[src/rtl/cpu_park_pkg.sv]
package cpu_park_pkg;
   typedef enum logic [1:0] {
      DRV_RUN  = 2'b00,
      DRV_HI6X = 2'b01,
      DRV_HI2X = 2'b10,
      DRV_HIZ  = 2'b11
   } drv_e;
endpackage

[src/rtl/cpu_park_sync.sv]
module cpu_park_sync #(
   parameter int   STAGES  = 2,
   parameter logic RST_VAL = 1'b1
) (
   input  logic clk_i,
   input  logic rst_ni,
   input  logic d_i,
   output logic q_o
);
   generate
      if (STAGES < 2) begin : g_bad
         initial $error("cpu_park_sync: STAGES must be at least 2");
      end
   endgenerate

   logic [STAGES-1:0] chain_q;

   always_ff @(posedge clk_i or negedge rst_ni) begin
      if (!rst_ni) chain_q <= {STAGES{RST_VAL}};
      else         chain_q <= {chain_q[STAGES-2:0], d_i};
   end

   assign q_o = chain_q[STAGES-1];
endmodule

[src/rtl/cpu_park_lane.sv]
module cpu_park_lane
   import cpu_park_pkg::*;
(
   input  logic       clk_i,
   input  logic       rst_ni,
   input  logic       phase_i,
   input  logic       stop_act_i,
   input  logic       pdn_act_i,
   input  logic       stop_float_i,
   input  logic       pdn_float_i,
   input  logic       freerun_i,
   input  logic       oe_i,
   output logic       t_o,
   output logic       c_o,
   output logic [1:0] drv_o
);
   drv_e state_q, want, next_state;

   // target code, highest priority first
   always_comb begin
      if (!oe_i)                        want = DRV_HIZ;
      else if (pdn_act_i)               want = pdn_float_i ? DRV_HIZ : DRV_HI2X;
      else if (stop_act_i && !freerun_i) want = stop_float_i ? DRV_HIZ : DRV_HI6X;
      else                              want = DRV_RUN;
   end

   // commit only after a high phase; leaving Hi-Z drives high first
   always_comb begin
      next_state = state_q;
      if (phase_i) begin
         if (state_q == DRV_HIZ && want == DRV_RUN && stop_float_i)
            next_state = DRV_HI6X;
         else
            next_state = want;
      end
   end

   always_ff @(posedge clk_i or negedge rst_ni) begin
      if (!rst_ni) state_q <= DRV_RUN;
      else         state_q <= next_state;
   end

   always_comb begin
      unique case (state_q)
         DRV_RUN:  begin t_o = phase_i; c_o = ~phase_i; end
         DRV_HI6X,
         DRV_HI2X: begin t_o = 1'b1;    c_o = 1'b0;     end
         default:  begin t_o = 1'b0;    c_o = 1'b0;     end
      endcase
   end

   assign drv_o = state_q;
endmodule

[src/rtl/cpu_clk_park_ctrl.sv]
module cpu_clk_park_ctrl #(
   parameter int NUM_PAIRS   = 3,
   parameter int SYNC_STAGES = 2,
   parameter int PDN_SAMPLES = 2
) (
   input  logic                   clk_i,
   input  logic                   rst_ni,
   input  logic                   stop_ni,
   input  logic                   pdn_ni,
   input  logic                   stop_float_i,
   input  logic                   pdn_float_i,
   input  logic [NUM_PAIRS-1:0]   freerun_i,
   input  logic [NUM_PAIRS-1:0]   oe_i,
   output logic [NUM_PAIRS-1:0]   clk_t_o,
   output logic [NUM_PAIRS-1:0]   clk_c_o,
   output logic [2*NUM_PAIRS-1:0] drive_o
);
   localparam int HIST_W = (PDN_SAMPLES > 1) ? PDN_SAMPLES - 1 : 1;

   generate
      if (NUM_PAIRS < 1) begin : g_bad_pairs
         initial $error("cpu_clk_park_ctrl: NUM_PAIRS must be at least 1");
      end
      if (PDN_SAMPLES < 1) begin : g_bad_samples
         initial $error("cpu_clk_park_ctrl: PDN_SAMPLES must be at least 1");
      end
   endgenerate

   logic stop_s, pdn_s, stop_act, pdn_act, ph_q;

   cpu_park_sync #(.STAGES(SYNC_STAGES), .RST_VAL(1'b1)) i_stop_sync (
      .clk_i(clk_i), .rst_ni(rst_ni), .d_i(stop_ni), .q_o(stop_s));
   cpu_park_sync #(.STAGES(SYNC_STAGES), .RST_VAL(1'b1)) i_pdn_sync (
      .clk_i(clk_i), .rst_ni(rst_ni), .d_i(pdn_ni), .q_o(pdn_s));

   assign stop_act = ~stop_s;

   generate
      if (PDN_SAMPLES > 1) begin : g_pdn_win
         logic [HIST_W-1:0] hist_q;
         always_ff @(posedge clk_i or negedge rst_ni) begin
            if (!rst_ni) hist_q <= '1;
            else begin
               hist_q[0] <= pdn_s;
               for (int k = 1; k < HIST_W; k++) hist_q[k] <= hist_q[k-1];
            end
         end
         assign pdn_act = ~pdn_s & ~(|hist_q);
      end else begin : g_pdn_direct
         assign pdn_act = ~pdn_s;
      end
   endgenerate

   always_ff @(posedge clk_i or negedge rst_ni) begin
      if (!rst_ni) ph_q <= 1'b0;
      else         ph_q <= ~ph_q;
   end

   generate
      for (genvar i = 0; i < NUM_PAIRS; i++) begin : g_pair
         cpu_park_lane i_lane (
            .clk_i       (clk_i),
            .rst_ni      (rst_ni),
            .phase_i     (ph_q),
            .stop_act_i  (stop_act),
            .pdn_act_i   (pdn_act),
            .stop_float_i(stop_float_i),
            .pdn_float_i (pdn_float_i),
            .freerun_i   (freerun_i[i]),
            .oe_i        (oe_i[i]),
            .t_o         (clk_t_o[i]),
            .c_o         (clk_c_o[i]),
            .drv_o       (drive_o[2*i+1:2*i])
         );
      end
   endgenerate
endmodule

[config.mk]
export PLATFORM = sky130hd
export DESIGN_NAME = cpu_clk_park_ctrl
export DESIGN_NICKNAME = d
export VERILOG_FILES = /design/src/rtl/cpu_park_pkg.sv /design/src/rtl/cpu_park_sync.sv /design/src/rtl/cpu_park_lane.sv /design/src/rtl/cpu_clk_park_ctrl.sv
export SDC_FILE = /design/constraint.sdc
export NUM_CORES = 1
export LEC_CHECK = 0
export ABC_AREA = 0
export BUFFER_PORTS_ARGS = -buffer_cell sky130_fd_sc_hd__clkbuf_2
export CAP_MARGIN = 15
export CORE_MARGIN = 2
export CORE_UTILIZATION = 45
export DETAILED_ROUTE_END_ITERATION = 10
export GPL_ROUTABILITY_DRIVEN = 0
export GPL_TIMING_DRIVEN = 0
export PLACE_DENSITY = 0.74
export SKIP_LAST_GASP = 1
export SLEW_MARGIN = 25
export SYNTH_ARGS = -nofsm -noshare
export SYNTH_HDL_FRONTEND = slang
export SYNTH_HIERARCHICAL = 1
export SYNTH_SLANG_ARGS = --single-unit
[constraint.sdc]
create_clock -name clk_i -period 1.56 [get_ports clk_i]
set_input_delay 0.156 -clock clk_i [delete_from_list [all_inputs] [get_ports clk_i]]
set_output_delay 0.156 -clock clk_i [all_outputs]
set_load 0.005 [all_outputs]
; ---- After elaboration in Yosys (flattened, before gate mapping)
; Index checks and enable logic that the tools add are counted.
[classes]
n_eq_ne = 9
n_mux = 20
bitwise_logic = 5
reduce_logical = 21
[ops]
columns = operator, count
row1 = $mux 2, 13
row2 = $eq 2x2->1 const B, 6
row3 = $logic_not 2->1, 6
row4 = $logic_and 1x1->1, 9
row5 = $eq 2x1->1 const B, 3
row6 = $pmux 1 s2, 3
row7 = $reduce_or 2->1, 3
row8 = $mux 1, 4
row9 = $not 1->1, 4
row10 = $logic_not 1->1, 3
row11 = $and 1x1->1, 1
[word_totals]
register_bits = 12
input_bits = 12
wordCells = 62

; ---- Depth between registers and ports, before layout
; Gate-level depths: netlist (run 1).
[logic_depth]
ltp_word = 9
mapped_depth = 4
ltp_nobuf = 4

; ---- Hierarchy
; The synthesis (run 1) kept the hierarchy.
[by_module_without_submodules]
columns = mod, n_inst, cells_per_inst, area_each_um2
row1 = cpu_park_lane, 3, 20, 166.4
row2 = cpu_park_sync, 2, 2, 52.6
row3 = cpu_clk_park_ctrl, 1, 5, 62.6

; ---- Worst setup path after synthesis (run 1)
; No wires, ideal clock.
[synth_timing]
kind = reg2reg
start = reg g_pair[0].i_lane.state_q[0]
end = reg g_pair[0].i_lane.state_q[0]
setup_time_ps = 157
arrival_time_ps = 956
t_required_ps = 1403
slack_ps = 447
stages_incl_launch_ff = 5
path_buffers = 0
path_cell_list = dfrtp_1 -> ha_1 -> and2_1 -> o21ai_1 -> a41oi_1
[synth_via]
elab_chain_cells = 4
[synth_lines]
columns = element, line
row1 = from (decl), cpu_park_lane.sv:17  ; drv_e state_q, want, next_state;
row2 = from (signal assigned), cpu_park_lane.sv:40  ; else state_q <= next_state;
row3 = $eq 2x2->1, cpu_park_lane.sv:31  ; if (state_q == DRV_HIZ && want == DRV_RUN && stop_float_i)
row4 = $logic_and 1x1->1 (2 in series), cpu_park_lane.sv:31
row5 = $mux 2, cpu_park_lane.sv:31
; No other way between the ends.
; A chain may end at the register's enable or synchronous reset.

; ---- Worst setup path after layout (run 1)
[layout_timing]
start = reg g_pair[1].i_lane.state_q[0]
end = out clk_t_o[1]
[layout_via]
elab_chain_cells = 3
[layout_lines]
columns = element, line
row1 = from (decl), cpu_park_lane.sv:17
row2 = from (signal assigned), cpu_park_lane.sv:40
row3 = $eq 2x1->1 / $eq 2x2->1 (equally long branches), cpu_park_lane.sv:44  ; unique case (state_q)
row4 = $reduce_or 2->1, cpu_park_lane.sv:44
row5 = $pmux 1 s2 *, cpu_park_lane.sv:44
row6 = to (decl), cpu_clk_park_ctrl.sv:14  ; output logic [NUM_PAIRS-1:0] clk_t_o,
; Every way passes the cells marked *; elsewhere a longest branch is shown, timed or not.

==> run summary, run 1 <==
CP Launch Type = flip-flop
Max VDD drop = 0.622 mV
Power Dens Cells = 827 nW/um^2
P_leak = 0.449 nW
most common cell in the netlist = inv_1
area grow syn2layout = 30.8%
Place WS = 0.352 ns
CP Capture Type = output port
largest net degree at the start of global routing = 20
Final Util = 64.6%
outcome = completed
nets@finish = 121
Final min period = 1.48 ns
Worst Path Arrival = 1.33 ns
Synth cell types = 12
Main synth FF type = dfrtp_1
ANT nets after route = 0
Starting Density = 49.4%
core box area = 1350 sq um
Area after DPL = 801 sq um
routed length per instance = 11.2 um
top-area cell type share of the netlist area = 26.3%
initial antenna violation count = 0
# setup viols final = 0
IO buf count = 23
vias in the first global route = 502
Post-synth EDFFs = 0
synthesized net count = 90
die area = 1810 sq um
worst rel slew slack = 75.1%
final worst-path cycle share = 95.1%
Ports = 24
clock skew = 0.00214 ns
Final Max Slew Viols = 0
Multi-input gate area = 319 sq um
Die W = 42.5 um
Fin. Hold Viols = 0
Max clock buf depth = 2
die height = 42.5 um
Finished Cell Area = 872 sq um
asr flop ratio synth = 100%
share of cells above drive strength 1 = 39.4%
GRT overflow = 0
vias per std cell = 4.92
DRT Pass-1 Iters = 4
RSZ-0062 raised after global routing = no
FF+latch count, synth = 12
synth top area cells = dfrtp_1, dfstp_2, ha_1, a41oi_1, inv_1
setup bufs post-CTS = 0
Worst-Margin Slew = 0.373 ns
FILL cells = 122
WS Path Type = flip-flop to output port
final WL = 1.27 mm
Max Freq = 0.674 GHz
Iteration-0 DRC Markers = 7
first-pass GRT wire length = 2.13 mm
top cells by count, synth = inv_1, nor2_1, ha_1
DRC viols = 0
diodes inserted = 0
fin worst setup slack = 0.0767 ns
max-cap violations = 0
detailed-route via count = 561
worst min-delay path class = input port to flip-flop
Clock Sink Count = 12
H-tree levels = 1
clock root buffer = clkbuf_4
GRT Util Overall = 16.4%
CP Data Required Time = 1.40 ns
leading area contributor after synthesis = dfrtp_1
Final TNS setup = 0 ns
worst skew pair latency = 0.27 ns
Avg Inst Size Synth = 9.67 sq um
Rows = 13
Min Hold Slack = 0.0960 ns
Synth Instances = 69
clock buffer count from CTS = 3
Clk pin slew, worst setup/hold paths = 0.08 ns
register area = 312 sq um
sequential share of the synthesized area = 46.0%
worst-path fanout max = 5
mapped cell area = 667 sq um
YS warnings = 6
CTS tree = done
post-DP HPWL = 954 um
## routing by layer
metal	vias up	track usage, %	part of all wire, %
met5	-	0	0
li1	285	-	-
met2	18	27.4	53
met1	258	18.6	42
met4	0	3.75	0
met3	0	8.19	5.6
## metrics by stage
step | cells | total power [W]
after floorplan | 69 | 0.000416
after global placement | 107 | 0.000468
after detailed placement | 107 | 0.000475
after CTS | 114 | 0.000731
after global routing | 114 | 0.000773
final | 114 | 0.000721
## flip-flops by register name, summed over array words and instances, names as in the netlist
name / flops
g_pair.i_lane/drv_o: 6
g_pdn_win.hist_q: 1
i_pdn_sync/chain_q: 2
i_stop_sync/chain_q: 2
ph_q: 1
## where the power goes
group | leakage, nW | switching, W | internal, W
Clock | 0.0210 | 0.000105 | 0.000142
Combinational | 0.305 | 0.0000571 | 0.0000626
Sequential | 0.123 | 0.0000192 | 0.000336
## worst max-delay path: stages, from the launching register on
cell and delay, ns:
dfrtp_1 0.43, inv_1 0.06, ha_1 0.29, a21oi_1 0.12, nor2_1 0.06, clkbuf_2 0.11
## logic make-up (layout without fill, tap and decap cells)
logic type      Yosys count  count (layout)  share of synthesized area (%)
simple gates             25              25                           18.6
compound gates           12              12                           12.4
flops                    12              12                           46.0
buf+inv                  11              41                           6.19
fa+ha+maj                 9               9                           16.9
## layout make-up
cell class                      count  share of cell area (%)
Clock buffer                        4                    4.16
Inverter                           11                    4.73
Multi-Input combinational cell     46                    36.6
Sequential cell                    12                    35.7
Tap cell                           15                    2.15
Timing Repair Buffer               26                    16.6
## layout by cell type, fill, tap and decap left out
master         instances
dfrtp_1                3
and2_1                 3
nor2b_1                3
clkbuf_2              23
o21ai_1                3
dlygate4sd3_1          3
clkbuf_4               3
dfrtp_2                4
clkbuf_8               1
a41oi_1                6
ha_1                   9
inv_1                 11
nand2_1                6
nor2_1                10
dfstp_2                5
nor2b_2                3
a21oi_1                3
## timing repair
item	CTS	global route
endpoints found under the setup margin	0	3
hold buffers	3	0
resized for setup	0	4
endpoints found under the hold margin	9	0
## worst paths after layout
kind,start,endpoint,slack [ns],cells past startpoint
min,oe_i[0],g_pair[0].i_lane/drv_o[0]$_DFFE_PN0P_,0.1,2
max in group asynchronous,rst_ni,g_pdn_win.hist_q$_DFF_PN1_,1.00,2
min in group asynchronous,rst_ni,g_pair[1].i_lane/drv_o[1]$_DFFE_PN0P_,0.29,2
min reg2reg,i_pdn_sync/chain_q[0]$_DFF_PN1_,i_pdn_sync/chain_q[1]$_DFF_PN1_,0.36,0
max reg2reg,g_pair[0].i_lane/drv_o[0]$_DFFE_PN0P_,g_pair[0].i_lane/drv_o[0]$_DFFE_PN0P_,0.39,4
max,g_pair[1].i_lane/drv_o[0]$_DFFE_PN0P_,clk_t_o[1],0.08,5
No activity file was read; power rests on OpenSTA's default activity.
==> run 2, diff against run 1 <==
- clock period: 1.56 -> 1.6 ns (I/O delays scaled with it)
==> run 2 against run 1 <==
  * Clock skew is essentially flat
  * Cell area shrank 0.29%
  * Sequential power shrank 3%
  * Highest routed layer unchanged
  * Combinational power is essentially flat
  * Count of clock-buffer cells in the layout is the same
  * Worst setup slack gained 0.033 ns
  * Via count is the same
  * Register-to-register slack gained 0.02 ns
==> run summary, run 2 (synthesis results as in run 1) <==
outcome = completed
ANT nets after route = 0
P_leak = 0.450 nW
Worst-Margin Slew = 0.373 ns
diodes inserted = 0
DRC viols = 0
Ports = 24
final worst-path cycle share = 93.1%
share of cells above drive strength 1 = 37.4%
clock buffer count from CTS = 3
setup bufs post-CTS = 0
core box area = 1350 sq um
sequential power share = 49.2%
GRT Util Overall = 16.4%
first-pass GRT wire length = 2.13 mm
max-cap violations = 0
initial antenna violation count = 0
post-DP HPWL = 954 um
die height = 42.5 um
Die W = 42.5 um
clock network fraction of design power = 34.2%
largest net degree at the start of global routing = 20
routed length per instance = 11.2 um
worst rel slew slack = 75.1%
combinational power share = 16.6%
Power Dens Cells = 808 nW/um^2
H-tree levels = 1
worst skew pair latency = 0.27 ns
Max VDD drop = 0.607 mV
most frequent cells in the layout = clkbuf_2, inv_1, nor2_1
fin worst setup slack = 0.110 ns
CTS tree = done
clock skew = 0.00214 ns
Clock Sink Count = 12
top cell family by delay on the critical path = flip-flops
flip-flop count of the largest register after layout = 6
nets@finish = 121
CP Capture Type = output port
vias in the first global route = 502
Buf/Inv on CP = 2
CP max-delay cell = dfrtp_1
worst-path fanout max = 5
Iteration-0 DRC Markers = 7
register area = 309 sq um
Multi-input gate area = 319 sq um
vias per std cell = 4.92
CP Data Required Time = 1.44 ns
Sw Ratio = 25.1%
Final Max Slew Viols = 0
worst min-delay path class = input port to flip-flop
Place WS = 0.389 ns
CP Launch Type = flip-flop
Max Freq = 0.671 GHz
CP max stage delay = 0.44 ns
most common cell after layout, fill and taps aside = clkbuf_2
Starting Density = 49.4%
detailed-route via count = 561
DRT Pass-1 Iters = 4
Worst Path Arrival = 1.33 ns
Pint = 0.000526 W
Fin. Hold Viols = 0
area grow syn2layout = 30.4%
IO buf count = 23
GRT overflow = 0
Final TNS setup = 0 ns
clock root buffer = clkbuf_4
RSZ-0062 raised after global routing = no
Rows = 13
Switch Pwr = 0.000177 W
WS Path Type = flip-flop to output port
# setup viols final = 0
Max clock buf depth = 2
Final min period = 1.49 ns
final WL = 1.27 mm
Final Power = 0.000703 W
FILL cells = 123
worst-path cell chain = inv_1, ha_1, a21oi_1, nor2_1, clkbuf_2
die area = 1810 sq um
Min Hold Slack = 0.104 ns
Clk pin slew, worst setup/hold paths = 0.07 ns
[run 2: area by class of cell]
cell class,instances,share of cell area [%]
multi-input combinational,46,36.7
sequential,12,35.5
timing repair buffer,26,16.7
inverter,11,4.75
clock buffer,4,4.17
tap,15,2.16
[run 2: through the flow]
step | util, % | instance area [sq um] | instances
3_3_place_gp | 59.3 | 801 | 107
5_1_grt | 64.4 | 870 | 114
6_report | 64.4 | 870 | 114
2_1_floorplan | - | 667 | 69
3_5_place_dp | 59.3 | 801 | 107
4_1_cts | 64.2 | 867 | 114
[run 2: final timing paths]
path / slack [ns] / from / cells after the start / to
min in group asynchronous: 0.29 / rst_ni / 2 / g_pair[1].i_lane/drv_o[1]$_DFFE_PN0P_
max in group asynchronous: 1.03 / rst_ni / 2 / g_pdn_win.hist_q$_DFF_PN1_
hold reg to reg: 0.36 / i_pdn_sync/chain_q[0]$_DFF_PN1_ / 0 / i_pdn_sync/chain_q[1]$_DFF_PN1_
hold / removal: 0.10 / oe_i[0] / 2 / g_pair[0].i_lane/drv_o[0]$_DFFE_PN0P_
setup / recovery: 0.11 / g_pair[0].i_lane/drv_o[0]$_DFFE_PN0P_ / 5 / clk_t_o[0]
setup reg to reg: 0.41 / g_pair[0].i_lane/drv_o[0]$_DFFE_PN0P_ / 4 / g_pair[0].i_lane/drv_o[0]$_DFFE_PN0P_
[run 2: what timing repair did]
action	4_1_cts	5_1_grt
resized for setup	0	2
hold endpoints to repair	9	0
setup endpoints to repair	0	3
hold buffers	3	0
[run 2: power by group through the flow]
stage	Sequential, W	Clock [W]	Combinational [W]
detailed placement	0.000350	0	0.000113
global placement	0.000349	0	0.000107
finish	0.000345	0.000241	0.000117
global route	0.000349	0.000270	0.000133
floorplan	0.000348	0	0.0000571
CTS	0.000345	0.000249	0.000119
[run 2: per-layer routing]
layer / share of wire [%] / global-route usage (%) / up-vias
li1: - / - / 285
met1: 42 / 18.6 / 258
met2: 53 / 27.4 / 18
met3: 5.6 / 8.19 / 0
met4: 0 / 3.75 / 0
met5: 0 / 0 / -
[run 2: worst reg2reg max path, stage by stage (launching register included)]
cell	delay, ns
dfrtp_1	0.44
ha_1	0.22
and2_1	0.16
o21ai_1	0.11
a41oi_1	0.12
